[config.mk]
export PLATFORM = sky130hd
export DESIGN_NAME = ref_sched
export DESIGN_NICKNAME = d
export VERILOG_FILES = /design/src/rtl/ref_sched_pkg.sv /design/src/rtl/ref_interval_timer.sv /design/src/rtl/ref_debt_ctr.sv /design/src/rtl/ref_seq_fsm.sv /design/src/rtl/ref_sched.sv
export SDC_FILE = /design/constraint.sdc
export NUM_CORES = 1
export LEC_CHECK = 0
export BUFFER_PORTS_ARGS = -buffer_cell sky130_fd_sc_hd__buf_2
export CORE_MARGIN = 10
export CORE_UTILIZATION = 55
export CTS_CLUSTER_SIZE = 40
export DETAILED_ROUTE_END_ITERATION = 12
export PLACE_DENSITY = 0.8
export SLEW_MARGIN = 15
export SYNTH_ARGS = -nofsm -noshare
export SYNTH_HDL_FRONTEND = slang
export SYNTH_SLANG_ARGS = --single-unit
[constraint.sdc]
create_clock -name clk -period 1.9 [get_ports clk]
set_clock_uncertainty 0.15 [all_clocks]
set_input_delay 0.095 -clock clk [delete_from_list [all_inputs] [get_ports clk]]
set_output_delay 0.095 -clock clk [all_outputs]
set_load 0.005 [all_outputs]
[src/rtl/ref_sched_pkg.sv]
package ref_sched_pkg;

  typedef enum logic [2:0] {
    ST_IDLE,
    ST_CLOSE,
    ST_WAIT_RP,
    ST_ISSUE,
    ST_RFC
  } seq_state_e;

  // {cs_n, ras_n, cas_n, we_n}
  localparam logic [3:0] CMD_NOP = 4'b0111;
  localparam logic [3:0] CMD_REF = 4'b0001;

endpackage

[src/rtl/ref_interval_timer.sv]
module ref_interval_timer #(
  parameter int REFI_W = 16
) (
  input  logic              clk,
  input  logic              rst_n,
  input  logic [REFI_W-1:0] refi_cycles,
  output logic              tick
);

  logic [REFI_W-1:0] cnt_q, cnt_d;
  logic [REFI_W:0]   cnt_inc;

  always_comb begin
    cnt_inc = {1'b0, cnt_q} + 1'b1;
    tick    = (cnt_inc >= {1'b0, refi_cycles});
    cnt_d   = tick ? '0 : cnt_inc[REFI_W-1:0];
  end

  always_ff @(posedge clk or negedge rst_n) begin
    if (!rst_n) cnt_q <= '0;
    else        cnt_q <= cnt_d;
  end

  // expiries are isolated pulses when the interval exceeds one cycle
  assert_tick_spacing_R2: assert property (@(posedge clk) disable iff (!rst_n)
    (tick && refi_cycles > 1 && $stable(refi_cycles)) |=> !tick);

endmodule

[src/rtl/ref_debt_ctr.sv]
module ref_debt_ctr #(
  parameter int MAX_DEBT = 8,
  localparam int DW = $clog2(MAX_DEBT + 1)
) (
  input  logic          clk,
  input  logic          rst_n,
  input  logic          tick,
  input  logic          ref_done,
  output logic [DW-1:0] debt,
  output logic          pending,
  output logic          urgent
);

  localparam logic [DW-1:0] DEBT_CAP = DW'(MAX_DEBT);

  logic [DW-1:0] debt_q, debt_d;
  logic          debt_en;

  always_comb begin
    debt_d  = debt_q;
    debt_en = 1'b0;
    unique case ({tick, ref_done})
      2'b10: begin
        debt_en = (debt_q != DEBT_CAP);
        debt_d  = debt_q + 1'b1;
      end
      2'b01: begin
        debt_en = (debt_q != '0);
        debt_d  = debt_q - 1'b1;
      end
      default: ;
    endcase
  end

  always_ff @(posedge clk or negedge rst_n) begin
    if (!rst_n)       debt_q <= '0;
    else if (debt_en) debt_q <= debt_d;
  end

  assign debt    = debt_q;
  assign pending = (debt_q != '0);
  assign urgent  = (debt_q == DEBT_CAP);

  // the debt never passes the cap
  assert_debt_cap_R7: assert property (@(posedge clk) disable iff (!rst_n)
    debt_q <= DEBT_CAP);

  // a refresh without a coincident expiry pays off exactly one unit
  assert_debt_paydown_R6: assert property (@(posedge clk) disable iff (!rst_n)
    (ref_done && !tick) |=> (debt_q == $past(debt_q) - DW'(1)));

  // urgency ends only through an issued refresh
  assert_urgent_clear_R8: assert property (@(posedge clk) disable iff (!rst_n)
    $fell(urgent) |-> $past(ref_done));

endmodule

[src/rtl/ref_seq_fsm.sv]
module ref_seq_fsm
  import ref_sched_pkg::*;
#(
  parameter int T_RP  = 4,
  parameter int T_RFC = 12,
  localparam int CNT_MAX = (T_RP > T_RFC) ? T_RP : T_RFC,
  localparam int CW = $clog2(CNT_MAX + 1)
) (
  input  logic       clk,
  input  logic       rst_n,
  input  logic       pending,
  input  logic       grant,
  input  logic       banks_idle,
  output logic       pre_all_req,
  output logic       act_block,
  output logic       busy,
  output logic       ref_fire,
  output logic [3:0] cmd
);

  localparam logic [CW-1:0] RP_LAST  = CW'(T_RP - 1);
  localparam logic [CW-1:0] RFC_LAST = CW'(T_RFC - 2);

  seq_state_e    state_q, state_d;
  logic [CW-1:0] cnt_q, cnt_d;

  always_comb begin
    state_d = state_q;
    cnt_d   = cnt_q;
    unique case (state_q)
      ST_IDLE: begin
        if (pending && grant) state_d = ST_CLOSE;
      end
      ST_CLOSE: begin
        if (banks_idle) begin
          state_d = ST_WAIT_RP;
          cnt_d   = '0;
        end
      end
      ST_WAIT_RP: begin
        if (!banks_idle)            state_d = ST_CLOSE;
        else if (cnt_q == RP_LAST)  state_d = ST_ISSUE;
        else                        cnt_d   = cnt_q + 1'b1;
      end
      ST_ISSUE: begin
        state_d = ST_RFC;
        cnt_d   = '0;
      end
      ST_RFC: begin
        if (cnt_q == RFC_LAST) begin
          if (pending && grant) state_d = banks_idle ? ST_ISSUE : ST_CLOSE;
          else                  state_d = ST_IDLE;
        end else begin
          cnt_d = cnt_q + 1'b1;
        end
      end
      default: state_d = ST_IDLE;
    endcase
  end

  always_ff @(posedge clk or negedge rst_n) begin
    if (!rst_n) begin
      state_q <= ST_IDLE;
      cnt_q   <= '0;
    end else begin
      state_q <= state_d;
      cnt_q   <= cnt_d;
    end
  end

  assign ref_fire    = (state_q == ST_ISSUE);
  assign pre_all_req = (state_q == ST_CLOSE) || (state_q == ST_WAIT_RP);
  assign act_block   = (state_q == ST_ISSUE) || (state_q == ST_RFC);
  assign busy        = (state_q != ST_IDLE);
  assign cmd         = ref_fire ? CMD_REF : CMD_NOP;

  // refresh only with every bank closed
  assert_ref_banks_idle_R4: assert property (@(posedge clk) disable iff (!rst_n)
    ref_fire |-> banks_idle);

  // the refresh window opens right after the refresh
  assert_rfc_window_R5: assert property (@(posedge clk) disable iff (!rst_n)
    ref_fire |=> (act_block && !ref_fire));

  // a sequence begins only under a grant
  assert_start_granted_R3: assert property (@(posedge clk) disable iff (!rst_n)
    $rose(busy) |-> $past(grant));

endmodule

[src/rtl/ref_sched.sv]
module ref_sched
  import ref_sched_pkg::*;
#(
  parameter int REFI_W   = 16,
  parameter int T_RP     = 4,
  parameter int T_RFC    = 12,
  parameter int MAX_DEBT = 8,
  localparam int DW = $clog2(MAX_DEBT + 1)
) (
  input  logic              clk,
  input  logic              rst_n,
  input  logic [REFI_W-1:0] refi_cycles,
  input  logic              banks_idle,
  input  logic              ref_grant,
  output logic              ref_req,
  output logic              ref_urgent,
  output logic              pre_all_req,
  output logic              act_block,
  output logic              cs_n,
  output logic              ras_n,
  output logic              cas_n,
  output logic              we_n
);

  logic [1:0]    rst_sync_q;
  logic          rst_i;
  logic          tick;
  logic          ref_fire;
  logic          pending;
  logic          busy;
  logic [DW-1:0] debt;
  logic [3:0]    cmd;

  always_ff @(posedge clk or negedge rst_n) begin
    if (!rst_n) rst_sync_q <= 2'b00;
    else        rst_sync_q <= {rst_sync_q[0], 1'b1};
  end
  assign rst_i = rst_sync_q[1];

  ref_interval_timer #(.REFI_W(REFI_W)) timer_i (
    .clk         (clk),
    .rst_n       (rst_i),
    .refi_cycles (refi_cycles),
    .tick        (tick)
  );

  ref_debt_ctr #(.MAX_DEBT(MAX_DEBT)) debt_i (
    .clk      (clk),
    .rst_n    (rst_i),
    .tick     (tick),
    .ref_done (ref_fire),
    .debt     (debt),
    .pending  (pending),
    .urgent   (ref_urgent)
  );

  ref_seq_fsm #(.T_RP(T_RP), .T_RFC(T_RFC)) seq_i (
    .clk         (clk),
    .rst_n       (rst_i),
    .pending     (pending),
    .grant       (ref_grant),
    .banks_idle  (banks_idle),
    .pre_all_req (pre_all_req),
    .act_block   (act_block),
    .busy        (busy),
    .ref_fire    (ref_fire),
    .cmd         (cmd)
  );

  assign ref_req = pending || busy;
  assign {cs_n, ras_n, cas_n, we_n} = cmd;

  // only the two legal pin codes ever appear
  assert_cmd_legal_R1: assert property (@(posedge clk) disable iff (!rst_i)
    (!cs_n && we_n && (ras_n == cas_n)));

  // urgency always comes with a request
  assert_urgent_req_R8: assert property (@(posedge clk) disable iff (!rst_i)
    ref_urgent |-> ref_req);

  // urgency implies debt at the cap
  assert_urgent_cap_R8: assert property (@(posedge clk) disable iff (!rst_i)
    ref_urgent |-> (debt == DW'(MAX_DEBT)));

endmodule

==> summary.txt, run 1 <==
Drt
  • Avg WL per Cell: 14.5 um
  • Via/cell ratio: 5.24
  • Via count: 1896
  • Final ANT Viol Nets: 0
  • Post-Route WL: 5260 um
  • DRC violations left: 0
  • DRT iter0 DRCs: 92
  • DR pass1 iterations: 4

Worst setup path
  • Worst Path Max Fanout: 4
  • Crit Path Category: reg -> reg
  • Slowest stage delay, CP: 0.42 ns
  • Cells on worst reg2reg path: 15
  • CP required: 1.92 ns
  • Worst r2r src: timer_i.cnt_q[0]$_DFF_PN0_
  • Slowest CP cell: dfrtp_2
  • Most used cell, CP: ha_1
  • Reg2reg setup slack: -1.78 ns
  • CP Data Arrival Time: 3.70 ns
  • R2R Path End: debt_i.debt[1]$_DFFE_PN0P_
  • Cells along the critical path: ha_4, nand3_4, nor3_4, and3_4, xor2_2, ha_1, nand2_1, or2_1, a311o_1, a31oi_4, nor2b_2, buf_4, ha_1, a211oi_2, mux2_2
  • Startpoint Class: flop
  • Setup crit end kind: flop
  • Delay-heaviest family, CP: simple AND/OR/NAND/NOR gates
  • CP Buf/Inv Count: 1

Synthesis
  • Syn. warnings: 0
  • Most used DFF post-synth: dfrtp_1
  • FF+latch count, synth: 29
  • Mapped Avg Cell Area: 8.72 sq um
  • Post-synth EDFFs: 0
  • Syn Inst Count: 234
  • Netlist Area Pre-Place: 0.00204 sq mm
  • Sequential element share of the synthesized area: 35.6%
  • Asr flop ratio synth: 100%
  • Synth cell types: 43

Timing
  • Setup violations, final: 22
  • Peak Freq: 272 MHz
  • Final hold vios: 0
  • Post-route setup slack: -1.78 ns
  • Crit path time final: 3.68 ns
  • RSZ-0062 raised after global routing: true
  • Slew Viols, Final: 0
  • Setup TNS: -27.37 ns
  • Fin crit share: 193%

Clocking
  • Sink Count: 29
  • Worst skew pair latency: 0.28 ns
  • Number of buffers created by CTS: 5
  • CTS tree: yes
  • Clk root buf: clkbuf_8
  • Clk slew on worst S/H paths: 0.06 ns
  • Max Buffers Root-to-Sink: 2
  • H-Tree Depth: 2

Cells and area
  • Fin nets: 357
  • Fillers: 253
  • Fin cells: 362
  • Final instance area: 0.00287 sq mm
  • Fraction of layout cells with a size suffix above 1: 35.4%
  • Layout area overhead: 40.5%
  • Inserted Diodes: 0

Floorplanning
  • Die H: 80.9 um
  • Die W: 80.9 um
  • Starting Density: 56.1%
  • Die footprint: 0.00654 sq mm
  • Core ar.: 0.00363 sq mm
  • FP Rows: 22
  • Num ports: 28

Status
  • Status: finished with violations
  • Violated checks: setup timing

Placement
  • Final GP Congestion: 0.773
  • DP Area: 0.00251 sq mm
  • Detailed Place HPWL: 3500 um
  • Port-buffer cells: 25
  • DP Cell Count: 338

Global route
  • Global-route wire length before repair: 8650 um
  • Total Routing Usage GR: 16.8%
  • Largest net degree at the start of global routing: 28
  • Initial antenna violation count: 0
  • Vias in the first global route: 1934
  • Total gr overflow: 0

Job
  • Max-Cap Viols: 0

Power and ir drop
  • Leak: 1.53 nW
  • Pwr/cell area: 1120 mW/mm^2
  • VDD IR max: 0.718 mV

Hold path
  • Hold crit path type: reg -> async
-- per-layer routing --
| metal | GRT usage [%] | up-vias | wire length, um |
|---|---|---|---|
| li1 | - | 936 | - |
| met1 | 18.3 | 889 | 2170 |
| met2 | 29.2 | 54 | 2650 |
| met3 | 4.64 | 17 | 301 |
| met4 | 8.30 | 0 | 139 |
| met5 | 0 | - | 0 |
-- final cells by class --
cell class	instances	area (sq um)	share of cell area, %
clock buffer	7	86.3	3.01
inverter	26	97.6	3.41
multi-input combinational	171	1300	45.3
sequential	29	727	25.4
tap	48	60.1	2.10
timing repair buffer	81	596	20.8
-- worst max-delay path by stage --
stage                               start                         end  slack (ns)  cells after the start
6_report       timer_i.cnt_q[0]$_DFF_PN0_  debt_i.debt[1]$_DFFE_PN0P_       -1.78                     15
5_1_grt        timer_i.cnt_q[7]$_DFF_PN0_  debt_i.debt[3]$_DFFE_PN0P_       -1.99                     18
4_1_cts        timer_i.cnt_q[6]$_DFF_PN0_  debt_i.debt[2]$_DFFE_PN0P_       -1.74                     17
3_5_place_dp   timer_i.cnt_q[0]$_DFF_PN0_  debt_i.debt[2]$_DFFE_PN0P_       -1.77                     18
3_3_place_gp   timer_i.cnt_q[5]$_DFF_PN0_  debt_i.debt[1]$_DFFE_PN0P_       -1.72                     15
2_1_floorplan  timer_i.cnt_q[0]$_DFF_PN0_  debt_i.debt[2]$_DFFE_PN0P_       -1.79                     19
-- report_power, final --
group	total (mW)	internal (mW)	switching [mW]
logic	1.75	0.887	0.865
registers	0.941	0.803	0.138
clock network	0.516	0.287	0.229
-- registers in the layout, indices dropped and copies added (netlist names) --
signal,count
debt_i.debt,4
seq_i.state_q,3
seq_i.cnt_q,4
rst_sync_q,2
timer_i.cnt_q,16
-- metrics by stage --
step | setup WS [ns] | util, % | power (mW) | hold slack [ns]
2_1_floorplan | -1.79 | - | 1.83 | -0.351
3_3_place_gp | -1.72 | 69.2 | 2.46 | -0.269
3_5_place_dp | -1.77 | 69.2 | 2.52 | -0.264
4_1_cts | -1.74 | 77.3 | 3.15 | 0.100
5_1_grt | -1.99 | 78.9 | 3.47 | 0.127
6_report | -1.78 | 78.9 | 3.21 | 0.0862
-- synth_stat cells, types with 2 or more instances --
master	instances	area share, %
nand2_1	26	4.8
nor3b_1	3	1.1
a21oi_1	9	2.2
conb_1	2	0.37
inv_1	26	4.8
clkbuf_1	4	0.74
buf_4	4	1.5
nand4_1	4	1.2
nor2b_1	7	2.1
xnor2_1	10	4.3
or3_1	2	0.61
nor4_1	2	0.61
nor3_1	5	1.2
o21ai_0	7	1.7
nand3_1	11	2.7
nor2_1	21	3.9
ha_1	23	14
and3_1	3	0.92
o211ai_1	3	1.1
dfrtp_1	29	36
xor2_1	11	4.7
-- worst reg2reg max path, delay by kind of cell, from the launching register on --
kind	cells	cell delay [ns]
multiplexers	1	0.36
adder cells (fa/ha/maj)	3	0.75
AND/OR/NAND/NOR	6	0.94
AO/OA/AOI/OAI	3	0.72
buffers and inverters	1	0.14
XOR/XNOR	1	0.08
flip-flops	1	0.42
-- placed cells by master, fill, tap and decap left out, drive strengths merged, types with 6 or more instances in the layout --
cell     n
clkbuf   7
nor2b    7
nand2   26
dfrtp   29
o21ai    7
nor3     6
xor2    11
buf     76
ha      23
xnor2   10
inv     26
a21oi    9
nand3   11
nor2    21
-- logic make-up (layout without fill, tap and decap cells) --
logic type / after synthesis / count (layout) / synth area share (%)
flops: 29 / 29 / 35.6
mux: 2 / 2 / 1.04
simple gates: 91 / 91 / 21.8
xor+xnor: 21 / 21 / 9.02
fa+ha+maj: 23 / 23 / 14.1
buf+inv: 35 / 114 / 7.24
other cells: 2 / 3 / 0.368
compound gates: 31 / 31 / 10.8
-- what timing repair did --
item / 4_1_cts / 5_1_grt
hold endpoints to repair: 4 / 0
pin swaps: 6 / 15
buffers inserted: 8 / 4
hold buffers: 4 / 0
setup endpoints to repair: 22 / 23
cloned: 1 / 0
resized for setup: 17 / 6
(Power assumes the default switching activity.)
==> run 2, diff against run 1 <==
- CELL_PAD_IN_SITES_DETAIL_PLACEMENT: default -> 1
- CELL_PAD_IN_SITES_GLOBAL_PLACEMENT: default -> 1
- CORE_UTILIZATION: 55 -> 45
- PLACE_DENSITY: 0.8 -> 0.85
==> summary.txt, run 2 (synthesis gave the netlist of run 1 again) <==
Power and ir drop
  • Logic pwr share: 61.0%
  • Total power: 3.75 mW
  • Sequential power share: 25.7%
  • P_sw: 1.61 mW
  • Switching share of power: 43.0%
  • Pint: 2.14 mW
  • Clk pwr share: 13.3%
  • Leak: 1.61 nW
  • VDD IR max: 0.937 mV
  • Pwr/cell area: 1230 mW/mm^2

Timing
  • Crit path time final: 4.03 ns
  • Final hold vios: 0
  • Fin crit share: 212%
  • Setup TNS: -29.73 ns
  • Peak Freq: 248 MHz
  • Post-route setup slack: -2.13 ns
  • Setup violations, final: 21
  • RSZ-0062 raised after global routing: true
  • Slew Viols, Final: 0

Worst setup path
  • Setup crit end kind: flop
  • Crit Path Category: reg -> reg
  • R2R Path End: debt_i.debt[2]$_DFFE_PN0P_
  • Reg2reg setup slack: -2.13 ns
  • Worst Path Max Fanout: 5
  • Cells along the critical path: nand4_1, buf_6, nor3_4, and3_4, xor2_2, ha_1, a211oi_2, o21ai_0, o211ai_1, a31oi_4, nor2b_2, ha_4, xor2_2, ha_2, a21oi_2, xnor2_1, nand2_1, xnor2_1
  • Slowest CP cell: dfrtp_1
  • CP Data Arrival Time: 4.05 ns
  • Cells on worst reg2reg path: 18
  • CP required: 1.92 ns
  • CP Buf/Inv Count: 1
  • Slowest stage delay, CP: 0.40 ns
  • Startpoint Class: flop
  • Delay-heaviest family, CP: simple AND/OR/NAND/NOR gates
  • Worst r2r src: timer_i.cnt_q[6]$_DFF_PN0_

Global route
  • Met1 track demand over resource: 19.3%
  • Total gr overflow: 0
  • Initial antenna violation count: 0
  • Busiest grt layer: met2
  • Met3 GRT Util: 4.12%
  • Total Routing Usage GR: 18.1%
  • GR Util met2: 31.6%
  • Global-route wire length before repair: 10900 um
  • Vias in the first global route: 2249
  • Largest net degree at the start of global routing: 28

Cells and area
  • Fin nets: 361
  • Layout area overhead: 50.1%
  • Most common cell after layout, fill and taps aside: buf_4
  • Fin cells: 371
  • Inserted Diodes: 0
  • Biggest register: timer_i.cnt_q
  • Most frequent cells in the layout: 49 x buf_4, 29 x dfrtp_1, 25 x nand2_1, 25 x inv_1, 25 x buf_2
  • Fraction of layout cells with a size suffix above 1: 41.4%
  • Max reg flops: 16

Placement
  • DP Cell Count: 343
  • Detailed Place HPWL: 4420 um
  • Final GP Congestion: 0.804
  • Port-buffer cells: 25

Clocking
  • Sink Count: 29
  • H-Tree Depth: 2
  • CTS tree: yes
  • Clk slew on worst S/H paths: 0.07 ns
  • Number of buffers created by CTS: 5
  • Max Buffers Root-to-Sink: 2
  • Clk root buf: clkbuf_8
  • Worst skew pair latency: 0.29 ns

Status
  • Status: finished with violations
  • Violated checks: setup timing

Drt
  • DRC violations left: 0
  • Final ANT Viol Nets: 0
  • DR pass1 iterations: 4
  • Via/cell ratio: 5.76
  • Avg WL per Cell: 23.3 um
  • Via count: 2137
  • Post-Route WL: 8650 um
  • DRT iter0 DRCs: 92

Job
  • Max-Cap Viols: 0

Hold path
  • Hold crit path type: in -> async

Floorplanning
  • Die W: 87.3 um
  • Num ports: 28
  • Die H: 87.3 um
  • FP Rows: 24
  • Starting Density: 46.5%
  • Die footprint: 0.00762 sq mm
  • Core ar.: 0.00438 sq mm
-- run 2: timing repair --
action	4_1_cts	5_1_grt
hold endpoints to repair	4	0
gates resized for setup	19	33
pin swaps	24	17
gates cloned	0	1
setup endpoints to repair	24	24
hold buffers	3	0
setup buffers	10	7
-- run 2: layout make-up --
type	count	area, sq um
Timing Repair Buffer	85	636
Clock buffer	8	80.1
Fill cell	490	1320
Inverter	26	97.6
Sequential cell	29	726
Multi-Input combinational cell	171	1460
Tap cell	52	65.1
-- run 2: routing by layer --
metal | vias to the layer above | share of wire [%]
met5 | - | 0
met4 | 0 | 5.8
met3 | 43 | 6.1
met2 | 102 | 49
met1 | 1049 | 39
li1 | 943 | -
-- run 2: metrics by stage --
step           hold slack, ns  area (sq um)  utilization (%)  setup WS, ns
5_1_grt                0.0114          3060             69.8         -2.31
3_3_place_gp           -0.269          2530             57.6         -1.75
4_1_cts               0.00284          2820             64.2         -1.83
6_report               0.0110          3060             69.8         -2.13
2_1_floorplan          -0.351          2100                -         -1.79
3_5_place_dp           -0.265          2530             57.6         -1.96
-- run 2: power by group through the flow --
stage	registers, mW	logic (mW)	clock network [mW]
2_1_floorplan	0.959	0.872	0
3_3_place_gp	0.916	1.56	0
3_5_place_dp	0.939	1.63	0
4_1_cts	0.924	1.81	0.487
5_1_grt	0.975	2.46	0.529
6_report	0.964	2.29	0.499
-- run 2: worst max-delay path by stage --
stage	start	to	cells past startpoint
5_1_grt	timer_i.cnt_q[6]$_DFF_PN0_	debt_i.debt[3]$_DFFE_PN0P_	18
3_5_place_dp	timer_i.cnt_q[5]$_DFF_PN0_	debt_i.debt[2]$_DFFE_PN0P_	18
4_1_cts	timer_i.cnt_q[0]$_DFF_PN0_	debt_i.debt[2]$_DFFE_PN0P_	18
3_3_place_gp	timer_i.cnt_q[5]$_DFF_PN0_	debt_i.debt[1]$_DFFE_PN0P_	15
2_1_floorplan	timer_i.cnt_q[0]$_DFF_PN0_	debt_i.debt[2]$_DFFE_PN0P_	19
6_report	timer_i.cnt_q[6]$_DFF_PN0_	debt_i.debt[2]$_DFFE_PN0P_	18
